### src/rtl/adc_tx_pkg.sv
`timescale 1ns/1ps
package adc_tx_pkg;

  typedef enum logic [1:0] {
    ST_IDLE = 2'd0,
    ST_LEAD = 2'd1,
    ST_HIGH = 2'd2,
    ST_LOW  = 2'd3
  } tx_state_e;

  // top bit after coding: kept for straight binary, flipped for two's complement
  function automatic logic code_top_bit(input logic raw_msb, input logic sb_sel);
    return sb_sel ? raw_msb : ~raw_msb;
  endfunction

endpackage

### src/rtl/adc_tx_timer.sv
`timescale 1ns/1ps
module adc_tx_timer #(
  parameter int unsigned CNT_W = 8
) (
  input  logic             clk,
  input  logic             rst,
  input  logic             load_i,
  input  logic [CNT_W-1:0] load_val_i,
  output logic             expire_o
);

  logic [CNT_W-1:0] cnt_q;

  always_ff @(posedge clk) begin
    if (rst)
      cnt_q <= '0;
    else if (load_i)
      cnt_q <= load_val_i;
    else if (cnt_q != '0)
      cnt_q <= cnt_q - 1'b1;
  end

  assign expire_o = (cnt_q == '0);

endmodule

### src/rtl/adc_tx_shreg.sv
`timescale 1ns/1ps
module adc_tx_shreg
  import adc_tx_pkg::*;
#(
  parameter int unsigned WIDTH = 12
) (
  input  logic             clk,
  input  logic             rst,
  input  logic             load_i,
  input  logic             shift_i,
  input  logic             last_i,
  input  logic [WIDTH-1:0] word_i,
  input  logic             fmt_sb_i,
  input  logic             tag_i,
  output logic             sdata_o
);

  logic [WIDTH-1:0] coded;
  logic [WIDTH-1:0] sr_q;
  logic             tag_q;
  logic             sdata_q;

  for (genvar i = 0; i < WIDTH; i++) begin : g_code
    if (i == WIDTH - 1) begin : g_top
      assign coded[i] = code_top_bit(word_i[i], fmt_sb_i);
    end else begin : g_pass
      assign coded[i] = word_i[i];
    end
  end

  always_ff @(posedge clk) begin
    if (rst) begin
      sr_q    <= '0;
      tag_q   <= 1'b0;
      sdata_q <= 1'b0;
    end else if (load_i) begin
      sdata_q <= coded[WIDTH-1];
      sr_q    <= coded << 1;
      tag_q   <= tag_i;
    end else if (shift_i) begin
      sdata_q <= last_i ? tag_q : sr_q[WIDTH-1];
      sr_q    <= sr_q << 1;
    end
  end

  assign sdata_o = sdata_q;

endmodule

### src/rtl/adc_tx_seq.sv
`timescale 1ns/1ps
module adc_tx_seq
  import adc_tx_pkg::*;
#(
  parameter int unsigned WIDTH    = 12,
  parameter int unsigned HALF_CYC = 44,
  parameter int unsigned LEAD_CYC = 90,
  parameter int unsigned CNT_W    = 8
) (
  input  logic             clk,
  input  logic             rst,
  input  logic             cmd_i,
  input  logic             expire_i,
  output logic             tmr_load_o,
  output logic [CNT_W-1:0] tmr_val_o,
  output logic             sh_load_o,
  output logic             sh_shift_o,
  output logic             sh_last_o,
  output logic             sclk_o,
  output logic             busy_o
);

  localparam int unsigned     BIT_W   = $clog2(WIDTH + 1);
  localparam logic [CNT_W-1:0] LEAD_LD = CNT_W'(LEAD_CYC - 1);
  localparam logic [CNT_W-1:0] HALF_LD = CNT_W'(HALF_CYC - 1);
  localparam logic [BIT_W-1:0] LAST_BIT = BIT_W'(WIDTH - 1);

  tx_state_e        state_q, state_n;
  logic [BIT_W-1:0] bit_q;
  logic             sclk_q;

  assign sh_last_o = (bit_q == LAST_BIT);

  always_comb begin
    state_n    = state_q;
    tmr_load_o = 1'b0;
    tmr_val_o  = HALF_LD;
    sh_load_o  = 1'b0;
    sh_shift_o = 1'b0;
    unique case (state_q)
      ST_IDLE: if (cmd_i) begin
        state_n    = ST_LEAD;
        tmr_load_o = 1'b1;
        tmr_val_o  = LEAD_LD;
        sh_load_o  = 1'b1;
      end
      ST_LEAD, ST_LOW: if (expire_i) begin
        state_n    = ST_HIGH;
        tmr_load_o = 1'b1;
      end
      ST_HIGH: if (expire_i) begin
        sh_shift_o = 1'b1;
        if (sh_last_o) begin
          state_n = ST_IDLE;
        end else begin
          state_n    = ST_LOW;
          tmr_load_o = 1'b1;
        end
      end
      default: state_n = ST_IDLE;
    endcase
  end

  always_ff @(posedge clk) begin
    if (rst) begin
      state_q <= ST_IDLE;
      bit_q   <= '0;
      sclk_q  <= 1'b0;
    end else begin
      state_q <= state_n;
      sclk_q  <= (state_n == ST_HIGH);
      if (sh_load_o)
        bit_q <= '0;
      else if (sh_shift_o)
        bit_q <= bit_q + 1'b1;
    end
  end

  assign sclk_o = sclk_q;
  assign busy_o = (state_q != ST_IDLE);

endmodule

### src/rtl/adc_serial_tx.sv
`timescale 1ns/1ps
module adc_serial_tx #(
  parameter int unsigned WIDTH    = 12,
  parameter int unsigned HALF_CYC = 44,
  parameter int unsigned LEAD_CYC = 90
) (
  input  logic             clk,
  input  logic             rst,
  input  logic             conv_cmd_i,
  input  logic [WIDTH-1:0] result_i,
  input  logic             fmt_sb_i,
  input  logic             tag_i,
  output logic             sclk_o,
  output logic             sdata_o
);

  localparam int unsigned SPAN  = (HALF_CYC > LEAD_CYC) ? HALF_CYC : LEAD_CYC;
  localparam int unsigned CNT_W = $clog2(SPAN + 1);

  logic             tmr_load, tmr_expire;
  logic [CNT_W-1:0] tmr_val;
  logic             sh_load, sh_shift, sh_last;
  logic             xfer_busy;

  adc_tx_timer #(.CNT_W(CNT_W)) u_timer (
    .clk        (clk),
    .rst        (rst),
    .load_i     (tmr_load),
    .load_val_i (tmr_val),
    .expire_o   (tmr_expire)
  );

  adc_tx_seq #(
    .WIDTH    (WIDTH),
    .HALF_CYC (HALF_CYC),
    .LEAD_CYC (LEAD_CYC),
    .CNT_W    (CNT_W)
  ) u_seq (
    .clk        (clk),
    .rst        (rst),
    .cmd_i      (conv_cmd_i),
    .expire_i   (tmr_expire),
    .tmr_load_o (tmr_load),
    .tmr_val_o  (tmr_val),
    .sh_load_o  (sh_load),
    .sh_shift_o (sh_shift),
    .sh_last_o  (sh_last),
    .sclk_o     (sclk_o),
    .busy_o     (xfer_busy)
  );

  adc_tx_shreg #(.WIDTH(WIDTH)) u_shreg (
    .clk      (clk),
    .rst      (rst),
    .load_i   (sh_load),
    .shift_i  (sh_shift),
    .last_i   (sh_last),
    .word_i   (result_i),
    .fmt_sb_i (fmt_sb_i),
    .tag_i    (tag_i),
    .sdata_o  (sdata_o)
  );

endmodule

### config.mk
export PLATFORM = sky130hd
export DESIGN_NAME = adc_serial_tx
export DESIGN_NICKNAME = d
export VERILOG_FILES = /design/src/rtl/adc_tx_pkg.sv /design/src/rtl/adc_tx_timer.sv /design/src/rtl/adc_tx_shreg.sv /design/src/rtl/adc_tx_seq.sv /design/src/rtl/adc_serial_tx.sv
export SDC_FILE = /design/constraint.sdc
export NUM_CORES = 1
export LEC_CHECK = 0
export ABC_AREA = 1
export CAP_MARGIN = 20
export CELL_PAD_IN_SITES_DETAIL_PLACEMENT = 1
export CELL_PAD_IN_SITES_GLOBAL_PLACEMENT = 2
export CORE_ASPECT_RATIO = 1.1
export CORE_MARGIN = 2
export CORE_UTILIZATION = 33
export CTS_CLUSTER_SIZE = 24
export DETAILED_ROUTE_END_ITERATION = 10
export PLACE_DENSITY = 0.8
export SLEW_MARGIN = 5
export SYNTH_ARGS = -nofsm -noshare
export SYNTH_HDL_FRONTEND = slang
export SYNTH_HIERARCHICAL = 1
export SYNTH_SLANG_ARGS = --single-unit
### constraint.sdc
create_clock -name clk -period 3.2 [get_ports clk]
set_input_delay 0.64 -clock clk [delete_from_list [all_inputs] [get_ports clk]]
set_output_delay 0.64 -clock clk [all_outputs]
set_load 0.005 [all_outputs]
==> results_dict.tcl, run 1 <==
set metrics [dict create \
    setup_viol 0 \
    clockPowerShare_pct 14.8 \
    power_switching_w 0.000590 \
    num_vias 1292 \
    hold_depth 2 \
    period_minus_slack_ns 2.29 \
    hold_end "u_timer/cnt_q[0]" \
    clock-sinks 27 \
    hold_violations 0 \
    initial_core_util_pct 34.1 \
    cts_buffers 3 \
    clk_pin_slew_ns 0.09 \
    viasPerCell 4.42 \
    p_per_area_nw_per_um2 747 \
    die_x_um 70.1 \
    cpMaxStageDelayCell "nand3_1" \
    synth.avg_cell_area_um2 7.14 \
    postCtsHoldBufs 0 \
    critPathBufInv 3 \
    core_um2 4650 \
    grt_remaining_overflow 0 \
    rsz0062_at_grt "false" \
    io_pins 19 \
    slew_headroom_pct 66.7 \
    leakage_nw 0.819 \
    status "complete, no violations" \
    reg2reg_slack_ns 0.91 \
    die_h_um 76.7 \
    cts-root-buf "clkbuf_8" \
    track_usage_pct 13.3 \
    cts-resized-gates 0 \
    cp_cell_sequence "inv_1 -> ha_1 -> nand2_8 -> nor2_8 -> nand2_2 -> nand3b_1 -> nand3_1 -> inv_1 -> o21ai_0 -> nor2_1 -> o21ai_1 -> inv_1" \
    htree_levels 1 \
    cts_buffer_depth 2 \
    first_global_vias 1326 \
    rows 26 \
    pwr-share-comb_pct 49.9 \
    min_path_type "flop to flop" \
    timing.fmax_ghz 0.437 \
    r2r_start "u_timer/cnt_q[0]" \
    worstSetupStartpointType "flop" \
    cp_max_fo 11 \
    peakVddDrop_mv 0.246 \
    grt_max_degree 20 \
    n_antenna_cell 0 \
    avgRoutedWirePerCell_um 10.9 \
    insertion_delay_ns 0.27 \
    p_int_w 0.000756 \
    finalSetupTns_ns 0 \
    worstMarginPinSlew_ns 0.499 \
    crit_path_end_kind "flop" \
    cp_top_family "simple AND/OR/NAND/NOR gates" \
    yosysWarnings 6 \
    postSynthCellCount 222 \
    critPathArrivalTime_ns 2.47 \
    dp_cells 288 \
    antenna_found_initial 0 \
    nNetsFinal 257 \
    port_buffers 18 \
    drt_iter0_drc 22 \
    postCtsSetupRepairBufs 0 \
    switching_share_pct 43.8 \
    crit_type "flop to flop" \
    areaGrowthSynthToFinish_pct 13.7 \
    drv_cap 0 \
    crit_required_ns 3.38 \
    nFillCells 603 \
    first_pass_iters 4 \
    cpMostUsedCell "inv_1" \
    die-area_um2 5370 \
    finalCritPeriodShare_pct 71.5 \
    r2r_cells 12 \
    drt_wl_total_um 3170 \
    grt_pass1_wl_um 5840 \
    mappedNetlistArea_um2 1590 \
    finalMaxSlewViolations 0 \
    p_seq_share_pct 35.3 \
    min-delay-start "u_timer/cnt_q[0]" \
    hpwl_um 2450 \
    cts_tree "built" \
    finalNonFillerCells 292 \
    drc 0 \
    r2r_end "u_timer/cnt_q[6]" \
    clock_skew_ns 0.00499 \
    detail-route-antenna-nets 0 \
    gp_congestion 0.732 \
    dp_slack_ns 0.874 \
    drive_above_1_share_pct 12.7 \
    cpPeakStageDelay_ns 0.39 \
    setup_slack_ns 0.913 \
]
-- worst max-delay path by stage --
stage                                 from               end  slack [ns]  cells past startpoint
after floorplan           u_timer/cnt_q[0]  u_timer/cnt_q[6]        1.37                     12
after global placement          conv_cmd_i  u_timer/cnt_q[6]        0.92                      8
after detailed placement        conv_cmd_i  u_timer/cnt_q[6]        0.87                      8
after CTS                 u_timer/cnt_q[0]  u_timer/cnt_q[6]        0.88                     12
after global routing      u_timer/cnt_q[0]  u_timer/cnt_q[6]        0.63                     12
final                     u_timer/cnt_q[0]  u_timer/cnt_q[6]        0.91                     12
-- layout make-up --
cell class	count	area, um2	share of cell area (%)
inverters	33	126	7.01
clock buffers	3	41.3	2.29
well taps	56	70.1	3.89
repair buffers	19	188	10.4
multi-input cells	153	830	46.0
flip-flops and latches	27	541	30.0
clock inverters	1	7.51	0.416
-- worst reg2reg max path, stage by stage, from the launching register on --
cell and delay [ns]:
dfxtp_1 0.34, inv_1 0.14, ha_1 0.27, nand2_8 0.09, nor2_8 0.18, nand2_2 0.10, nand3b_1 0.20, nand3_1 0.39
inv_1 0.16, o21ai_0 0.17, nor2_1 0.07, o21ai_1 0.07, inv_1 0.04
-- power groups by stage --
| stage | Clock, W | Combinational, W | Sequential (W) |
|---|---|---|---|
| after floorplan | 0 | 0.000604 | 0.000470 |
| after global placement | 0 | 0.000680 | 0.000483 |
| final | 0.000200 | 0.000671 | 0.000475 |
| after global routing | 0.000231 | 0.000774 | 0.000486 |
| after CTS | 0.000215 | 0.000690 | 0.000477 |
| after detailed placement | 0 | 0.000686 | 0.000485 |
-- sequential cells by signal, summed over array words and instances, names as in the netlist --
signal	count
u_seq/sclk_o	1
u_seq/bit_q	4
u_seq/state_q	2
u_shreg/sr_q	11
u_timer/cnt_q	7
u_shreg/sdata_o	1
u_shreg/tag_q	1
-- through the flow --
stage | area (um2) | util (%) | hold slack (ns) | total power [W]
floorplan | 1590 | - | 0.433 | 0.00107
global placement | 1750 | 37.7 | 0.457 | 0.00116
detailed placement | 1750 | 37.7 | 0.468 | 0.00117
CTS | 1800 | 38.8 | 0.486 | 0.00138
global route | 1800 | 38.8 | 0.500 | 0.00149
finish | 1800 | 38.8 | 0.478 | 0.00135
-- metal layers --
layer / share of wire, % / GRT usage, % / up-vias
li1: - / - / 700
met1: 49 / 17.7 / 578
met2: 48 / 22.1 / 12
met3: 2.1 / 2.37 / 2
met4: 0.88 / 4.04 / 0
met5: 0 / 0 / -
-- layout by cell type (no fill, tap or decap), drive strengths merged --
cell type,instances
nand2,83
inv,32
dfxtp,27
nor2,20
clkdlybuf4s50,18
nand3,16
a21oi,11
o21ai,7
clkbuf,3
ha,3
conb,3
xor2,3
nand4,2
a31oi,2
nand3b,2
clkinvlp,1
buf,1
clkinv,1
nor3,1
No activity file was read; power rests on OpenSTA's default activity.
==> run 2, diff against run 1 <==
--- a/config.mk
+++ b/config.mk
@@ -11,10 +11,10 @@
 export CELL_PAD_IN_SITES_GLOBAL_PLACEMENT = 2
 export CORE_ASPECT_RATIO = 1.1
 export CORE_MARGIN = 2
-export CORE_UTILIZATION = 33
+export CORE_UTILIZATION = 28
 export CTS_CLUSTER_SIZE = 24
 export DETAILED_ROUTE_END_ITERATION = 10
-export PLACE_DENSITY = 0.8
+export PLACE_DENSITY = 0.72
 export SLEW_MARGIN = 5
 export SYNTH_ARGS = -nofsm -noshare
 export SYNTH_HDL_FRONTEND = slang
==> constraint.sdc (replaced) <==
create_clock -name clk -period 1.91 [get_ports clk]
set_input_delay 0.382 -clock clk [delete_from_list [all_inputs] [get_ports clk]]
set_output_delay 0.382 -clock clk [all_outputs]
set_load 0.005 [all_outputs]
==> run 2 against run 1 <==
  * Clock-buffer cell count is the same
  * Non-clock buffer count up 8
  * Core utilization fell by 3.7 points
  * Highest routed layer unchanged
  * Largest power group unchanged
==> results_dict.tcl, run 2 (same netlist as run 1, synthesis figures left out) <==
set metrics [dict create \
    status "complete, no violations" \
    finalNonFillerCells 319 \
    cts_buffer_depth 2 \
    critPathBufInv 2 \
    detail-route-antenna-nets 0 \
    drv_cap 0 \
    setup_slack_ns 0.109 \
    cpMostUsedCell "nand2_1" \
    finalCritPeriodShare_pct 94.3 \
    worstSetupStartpointType "flop" \
    viasPerCell 4.18 \
    cp_max_fo 10 \
    setup_viol 0 \
    clk_pin_slew_ns 0.10 \
    areaGrowthSynthToFinish_pct 20.2 \
    p_total_w 0.00240 \
    nFillCells 688 \
    p_per_area_nw_per_um2 1260 \
    finalMaxSlewViolations 0 \
    crit_path_end_kind "flop" \
    hpwl_um 2700 \
    drc 0 \
    track_usage_pct 11.7 \
    first_pass_iters 4 \
    die_h_um 82.9 \
    cts_buffers 3 \
    grt_pass1_wl_um 5800 \
    die_x_um 75.7 \
    core_um2 5430 \
    io_pins 19 \
    htree_levels 1 \
    cpMaxStageDelayCell "dfxtp_1" \
    drt_iter0_drc 39 \
    cts-root-buf "clkbuf_8" \
    hold_violations 0 \
    min_path_type "flop to flop" \
    num_vias 1333 \
    dp_slack_ns 0.0104 \
    drt_wl_total_um 3360 \
    largest_register_ffs 11 \
    crit_type "flop to flop" \
    antenna_found_initial 0 \
    critPathArrivalTime_ns 2.02 \
    reg_top3 "u_shreg/sr_q x11, u_timer/cnt_q x7, u_seq/bit_q x4" \
    regMostFlops "u_shreg/sr_q" \
    crit_required_ns 2.13 \
    peakVddDrop_mv 0.388 \
    clock_skew_ns 0.00314 \
    finalSetupTns_ns 0 \
    cts_tree "built" \
    clock-sinks 27 \
    utilization_pct 35.1 \
    initial_core_util_pct 29.2 \
    port_buffers 18 \
    layout_common_cells "75 x nand2_1, 30 x inv_1, 27 x dfxtp_1, 18 x clkdlybuf4s50_1, 14 x nand3_1" \
    timing.fmax_ghz 0.555 \
    die-area_um2 6280 \
    grt_remaining_overflow 0 \
    n_antenna_cell 0 \
    cp_top_family "simple AND/OR/NAND/NOR gates" \
    grt_max_degree 16 \
    leakage_nw 0.868 \
    cp_cell_sequence "inv_1 -> ha_4 -> nand2_8 -> nor2_8 -> nand2_2 -> nand3b_1 -> nand3_2 -> buf_6 -> nand2_1 -> o21ai_0 -> nand2_1 -> a21oi_2" \
    period_minus_slack_ns 1.80 \
    rows 28 \
    cpPeakStageDelay_ns 0.34 \
    final_common_cell "nand2_1" \
    avgRoutedWirePerCell_um 10.5 \
    gp_congestion 0.697 \
    dp_cells 315 \
    drive_above_1_share_pct 16.4 \
    nNetsFinal 265 \
    first_global_vias 1296 \
    insertion_delay_ns 0.27 \
]
[run 2: cell type report]
| cell class | count | area [um2] | area share [%] |
|---|---|---|---|
| clock buffer | 3 | 41.3 | 2.17 |
| sequential | 27 | 541 | 28.4 |
| clock inverter | 1 | 5.00 | 0.263 |
| timing repair buffer | 27 | 251 | 13.2 |
| inverter | 33 | 126 | 6.63 |
| multi-input combinational | 153 | 847 | 44.5 |
| tap | 75 | 93.8 | 4.92 |
[run 2: per-layer routing]
metal | vias to the layer above | wire length (um) | global-route usage (%)
met3 | 4 | 85 | 1.82
met5 | - | 0 | 0
met2 | 17 | 1670 | 18.7
met1 | 599 | 1560 | 15.6
met4 | 0 | 50 | 4.31
li1 | 713 | - | -
[run 2: worst register-to-register path: stages (launching register included)]
cell and delay (ns):
dfxtp_1 0.34, inv_1 0.12, ha_4 0.18, nand2_8 0.07, nor2_8 0.14, nand2_2 0.08
nand3b_1 0.22, nand3_2 0.11, buf_6 0.15, nand2_1 0.06, o21ai_0 0.07, nand2_1 0.09
a21oi_2 0.13
[run 2: power breakdown]
part | internal (W) | total [W] | switching, W
Clock | 0.000146 | 0.000333 | 0.000187
Combinational | 0.000538 | 0.00127 | 0.000737
Sequential | 0.000687 | 0.000796 | 0.000109
[run 2: repair_timing]
item / 4_1_cts / 5_1_grt
resized for setup: 0 / 4
endpoints found under the setup margin: 0 / 15
hold buffers: 0 / 0
buffers inserted: 0 / 0
[run 2: worst paths after layout]
path | start | endpoint | slack [ns] | cells after the start
setup reg to reg | u_timer/cnt_q[0] | u_timer/cnt_q[0] | 0.11 | 12
hold reg to reg | u_shreg/sr_q[1] | u_shreg/sr_q[1] | 0.47 | 2
setup / recovery | u_timer/cnt_q[0] | u_timer/cnt_q[0] | 0.11 | 12
hold / removal | u_shreg/sr_q[1] | u_shreg/sr_q[1] | 0.47 | 2
[run 2: per-stage QoR]
stage | hold slack (ns) | instance area, um2
final | 0.474 | 1910
after global routing | 0.499 | 1910
after CTS | 0.478 | 1880
after detailed placement | 0.461 | 1840
after global placement | 0.456 | 1840
after floorplan | 0.433 | 1590
